===== config.mk =====
export PLATFORM = sky130hd
export DESIGN_NAME = sc_ts_detect
export DESIGN_NICKNAME = d
export VERILOG_FILES = /design/src/rtl/sc_ts_detect.sv
export SDC_FILE = /design/constraint.sdc
export NUM_CORES = 1
export LEC_CHECK = 0
export ABC_AREA = 1
export ABC_CLOCK_PERIOD_IN_PS = 2750
export CAP_MARGIN = 20
export CORE_MARGIN = 5
export CORE_UTILIZATION = 61
export DETAILED_ROUTE_END_ITERATION = 8
export PLACE_DENSITY_LB_ADDON = 0.15
export SYNTH_ARGS = -nofsm -noshare
export SYNTH_HDL_FRONTEND = slang
export SYNTH_SLANG_ARGS = --single-unit

===== constraint.sdc =====
create_clock -name clk -period 2.75 [get_ports clk]
set_clock_uncertainty 0.15 [all_clocks]
set_input_delay 0.55 -clock clk [delete_from_list [all_inputs] [get_ports clk]]
set_output_delay 0.55 -clock clk [all_outputs]
set_load 0.02 [all_outputs]

===== src/rtl/sc_ts_detect.sv =====
module sc_ts_detect #(
  parameter int CNT_W   = 16,
  parameter int DEF_ETU = 372
) (
  input  logic             clk,
  input  logic             rst_n,
  input  logic             arm_i,
  input  logic             line_i,
  input  logic             meas_en_i,
  input  logic [CNT_W-1:0] timeout_i,
  output logic             valid_o,
  output logic             err_o,
  output logic             inverse_o,
  output logic [CNT_W-1:0] etu_o,
  output logic [7:0]       byte_o
);
  localparam int TW      = CNT_W + 3;
  localparam int SW      = $clog2(CNT_W + 1);
  localparam int MIN_ETU = (2 * CNT_W + 8) / 3 + 1;

  typedef enum logic [2:0] {S_IDLE, S_WAIT, S_MEAS, S_DIV, S_SETUP, S_SAMP} st_t;

  st_t              st;
  logic             line_q;
  logic [TW-1:0]    cnt, target;
  logic [CNT_W-1:0] dvd, quo, etu_sel;
  logic [1:0]       rem;
  logic [SW-1:0]    step;
  logic [5:0]       smp;
  logic [2:0]       nbit;

  wire       fall  = line_q & ~line_i;
  wire [2:0] r3    = {rem, dvd[CNT_W-1]};
  wire       ge3   = r3 >= 3'd3;
  wire [5:0] tail  = {line_i, smp[5:1]};
  wire       is_dir = tail == 6'b100111;
  wire       is_inv = tail == 6'b100000;
  wire [9:0] word  = {tail, 4'b0110};

  assign etu_sel = meas_en_i ? quo : CNT_W'(DEF_ETU);

  function automatic logic [7:0] rev_not(input logic [7:0] v);
    for (int j = 0; j < 8; j++) rev_not[7-j] = ~v[j];
  endfunction

  always_ff @(posedge clk or negedge rst_n) begin
    if (!rst_n) begin
      st <= S_IDLE; line_q <= 1'b1; cnt <= '0; target <= '0;
      dvd <= '0; quo <= '0; rem <= '0; step <= '0; smp <= '0; nbit <= '0;
      valid_o <= 1'b0; err_o <= 1'b0; inverse_o <= 1'b0;
      etu_o <= CNT_W'(DEF_ETU); byte_o <= 8'h00;
    end else begin
      line_q <= line_i;
      if (arm_i) begin
        st <= S_WAIT; cnt <= '0; valid_o <= 1'b0; err_o <= 1'b0; byte_o <= 8'h00;
      end else begin
        case (st)
          S_WAIT:
            if (fall) begin
              cnt <= TW'(1); st <= S_MEAS;
            end else if (cnt == TW'(timeout_i)) begin
              err_o <= 1'b1; st <= S_IDLE;
            end else cnt <= cnt + 1'b1;
          S_MEAS:
            if (fall) begin
              dvd <= cnt[CNT_W-1:0]; rem <= '0; quo <= '0; step <= '0;
              cnt <= cnt + 1'b1; st <= S_DIV;
            end else if (cnt == TW'({CNT_W{1'b1}})) begin
              err_o <= 1'b1; st <= S_IDLE;
            end else cnt <= cnt + 1'b1;
          S_DIV: begin
            cnt  <= cnt + 1'b1;
            rem  <= ge3 ? 2'(r3 - 3'd3) : r3[1:0];
            quo  <= {quo[CNT_W-2:0], ge3};
            dvd  <= dvd << 1;
            step <= step + 1'b1;
            if (step == SW'(CNT_W - 1)) st <= S_SETUP;
          end
          S_SETUP: begin
            cnt <= cnt + 1'b1;
            etu_o <= etu_sel;
            target <= (TW'(etu_sel) << 2) + TW'(etu_sel >> 1);
            nbit <= '0;
            if (meas_en_i && quo < CNT_W'(MIN_ETU)) begin
              err_o <= 1'b1; st <= S_IDLE;
            end else st <= S_SAMP;
          end
          S_SAMP: begin
            cnt <= cnt + 1'b1;
            if (cnt == target) begin
              smp <= tail;
              target <= target + TW'(etu_o);
              nbit <= nbit + 1'b1;
              if (nbit == 3'd5) begin
                st <= S_IDLE;
                if (is_dir || is_inv) begin
                  valid_o <= 1'b1;
                  inverse_o <= is_inv;
                  byte_o <= is_inv ? rev_not(word[8:1]) : word[8:1];
                end else err_o <= 1'b1;
              end
            end
          end
          default: ;
        endcase
      end
    end
  end


  excl_flags_chk: assert property (@(posedge clk) disable iff (!rst_n)
    !(valid_o && err_o));

  arm_clear_chk: assert property (@(posedge clk) disable iff (!rst_n)
    arm_i |=> (!valid_o && !err_o));

  conv_hold_chk: assert property (@(posedge clk) disable iff (!rst_n)
    !$rose(valid_o) |-> $stable(inverse_o));

  direct_byte_chk: assert property (@(posedge clk) disable iff (!rst_n)
    (valid_o && !inverse_o) |-> byte_o == 8'h3B);

  inverse_byte_chk: assert property (@(posedge clk) disable iff (!rst_n)
    (valid_o && inverse_o) |-> byte_o == 8'h3F);

  min_etu_chk: assert property (@(posedge clk) disable iff (!rst_n)
    (valid_o && meas_en_i) |-> etu_o >= CNT_W'(MIN_ETU));
endmodule


==> out/results.txt <==
Synth Area in Adders = 0.05909
Root Driver = clkbuf_16
Syn Area/Cell = 6.937 µm²
register area share after synthesis = 0.3598
Post-synth EDFFs = 0
Data arrival, critical path = 2.56 ns
DRC Markers = 0
post-route total power = 0.01046 W
pre-CTS setup slack = -0.3970 ns
CP Capture Type = flop
Peak supply drop = 0.8352 mV
post-synthesis compound-gate area fraction = 0.1437
Clock Pin Slew Worst Setup and Hold Paths = 0.05 ns
worst-path fanout max = 4
first-pass GRT wire length = 37950 µm
fmax = 0.4169 GHz
global route total overflow = 0
status = finished, violations left
Initial Util = 0.6157
Die Y = 125.2 µm
Area Growth Syn to Fin = 18.82%
Final ANT Viol Nets = 0
Mapped Area = 8089 µm²
post-synthesis mux area share = 0
Worst Tran Pin Value = 0.5303 ns
fin crit period = 2.399 ns
RSZ-0062 raised after global routing = no
multi-input logic area = 4305 µm²
largest net degree at the start of global routing = 77
Max-Slew Margin vs Limit = 0.6465
TritonCTS clock tree = done
period utilization = 0.8723
largest family of logic cells by synthesized area = simple AND/OR/NAND/NOR gates
fill cell count = 1089
drt pass-1 iters = 8
Vias per Instance = 5.585
max cap viols = 0
Seq. cell area = 2910 µm²
PwrDens = 1089 nW/µm²
Fin. Hold Viols = 15
Slew Limit Fails = 0
IO buf count = 47
worst min path class = input port to asynchronous set/reset pin
# rows = 42
xor/xnor share of the synthesized area = 0.01949
critical path class = flop to flop
proportion of layout cells with a drive suffix above 1 = 0.1123
I/O pin cnt = 48
CTS Buffer Depth = 2
Vias = 8043
DRT iter0 DRCs = 745
Post-Syn Instances = 1166
Final setup viols = 0
CTS buffer count = 17
clk sinks = 116
Worst Hold Slack = -0.02529 ns
die area = 15660 µm²
Die W = 125.2 µm
vias in the first global route = 7668
DP Wirelength = 16530 µm
# nets final = 1310
WL final = 22400 µm
Synthesized Nets = 1224
GRT Overall Usage = 0.2955
Avg WL per Cell = 15.56 µm
initial antenna violation count = 0
dominant synthesized flop cell = dfrtp_1
Ys Warns = 0
Final Wtd Congestion = 0.9547
FFs w/ async S/R, synth = 1.000
violated checks = hold timing
Core Region = 13140 µm²
CTS H-tree depth = 4
Required @ worst endpoint = 2.91 ns
crit path setup slack, layout = 0.3512 ns
Yosys cell types = 43
Clock Latency Late Sink = 0.42 ns
Critical Path Start Type = flop
Ant. Diodes = 0
Pleak = 4.791 nW
Post-Synth Simple-Gate Area = 0.3100
number of synthesized register bits = 116
cts hold-fix bufs = 0
where the power goes:
part	internal [W]	leakage, nW	switching [W]
combinational	0.00210	3.04	0.00326
clock	0.00137	0.281	0.000830
sequential	0.00231	1.47	0.000591
total	0.00578	4.79	0.00468
timing repair:
| action | in CTS | in global routing |
|---|---|---|
| gates resized for setup | 0 | 1 |
| endpoints found under the setup margin | 0 | 13 |
| setup buffers | 0 | 0 |
kinds of logic (layout without fill, tap and decap cells):
logic type | Yosys count | count (layout)
simple gates | 593 | 593
flops | 116 | 116
buf+inv | 197 | 295
fa+ha+maj | 37 | 37
xor+xnor | 18 | 18
compound gates | 205 | 205
cell usage after synthesis, types with 2 or more instances:
cell	count	area, µm²
xor2_1	10	87.58
nand2_2	4	25.02
inv_2	8	30.03
o22ai_1	22	137.6
buf_1	2	7.510
buf_6	12	135.1
nand3b_1	7	52.55
clkbuf_1	19	71.32
or2_2	8	50.05
nor2_1	104	390.4
xnor2_1	8	70.07
a31oi_1	9	56.30
o21ai_1	2	10.01
buf_4	7	52.55
dfrtp_1	110	2753
a21oi_1	50	250.2
fa_1	2	40.04
nand3_1	72	360.4
inv_1	137	514.2
and2_1	2	12.51
dfstp_2	6	157.7
nor3_2	2	20.02
inv_4	2	12.51
o21ai_0	88	440.4
nor3_1	8	40.04
o21a_1	3	22.52
ha_1	35	437.9
nand2_1	355	1333
o211ai_1	20	150.1
o2111ai_1	9	78.83
nor2_2	5	31.28
nand4_1	19	118.9
buf_2	9	45.04
worst paths after layout:
kind,slack (ns),depth (start not counted),from,to
worst min register to register,0.33,2,byte_o[1]$_DFFE_PN0P_,byte_o[1]$_DFFE_PN0P_
worst max-delay path,0.35,16,etu_o[0]$_DFFE_PN0P_,target[12]$_DFFE_PN0P_
worst min-delay path,-0.03,2,rst_n,quo[3]$_DFFE_PN0P_
worst max register to register,0.35,16,etu_o[0]$_DFFE_PN0P_,target[12]$_DFFE_PN0P_
min in group clk,0.33,2,byte_o[1]$_DFFE_PN0P_,byte_o[1]$_DFFE_PN0P_
max in group asynchronous,2.01,2,rst_n,cnt[5]$_DFFE_PN0P_
stage by stage:
stage	TNS (ns)	util	area [µm²]	instances
after detailed placement	-3.810	0.6869	9024	1409
after CTS	0	0.7314	9609	1440
final	0	0.7316	9612	1440
after floorplan	0	-	8089	1166
after global placement	-3.289	0.6869	9024	1409
after global routing	0	0.7316	9612	1440
state kept, by name, summed over array words and instances (netlist names), 2 cells and up:
name and cells:
etu_o 16, rem 2, quo 16, smp 5
st 3, cnt 19, step 5, dvd 16
nbit 3, byte_o 8, target 19
critical path, stage by stage (launching register included):
cell and delay [ns]:
dfrtp_1 0.44, ha_1 0.29, fa_1 0.44, nand2_1 0.11, nand3_1 0.07, nand2_1 0.09
inv_1 0.07, nand2_1 0.06, nand2_1 0.11, nand2_1 0.08, nand2_1 0.06, nor2_1 0.08
nor2_1 0.04, nand2_1 0.07, nand2_1 0.05, nand2_1 0.05, nand2_1 0.04
placed cells by master (no fill, tap or decap), types with 9 or more instances in the layout:
master / count
nand2_1: 355
inv_1: 137
dfrtp_1: 110
nor2_1: 104
o21ai_0: 88
nand3_1: 72
buf_4: 68
a21oi_1: 50
clkdlybuf4s50_1: 45
ha_1: 35
o22ai_1: 22
o211ai_1: 20
nand4_1: 19
clkbuf_16: 17
xor2_1: 10
a31oi_1: 9
o2111ai_1: 9
layer usage:
| layer | global-route usage | vias up | share of wire |
|---|---|---|---|
| met5 | 0 | - | 0 |
| met4 | 0.1199 | 0 | 0.035 |
| met3 | 0.07548 | 62 | 0.079 |
| met2 | 0.4473 | 294 | 0.44 |
| met1 | 0.4074 | 3704 | 0.45 |
| li1 | - | 3983 | - |
final cells by class:
cell class / instances / share of cell area
multi-input cells: 853 / 0.4479
flip-flops and latches: 116 / 0.3028
repair buffers: 117 / 0.1075
inverters: 147 / 0.05793
clock buffers: 19 / 0.04712
well taps: 176 / 0.02291
clock inverters: 12 / 0.01380
Note: power is estimated with default switching activity, not from simulation.
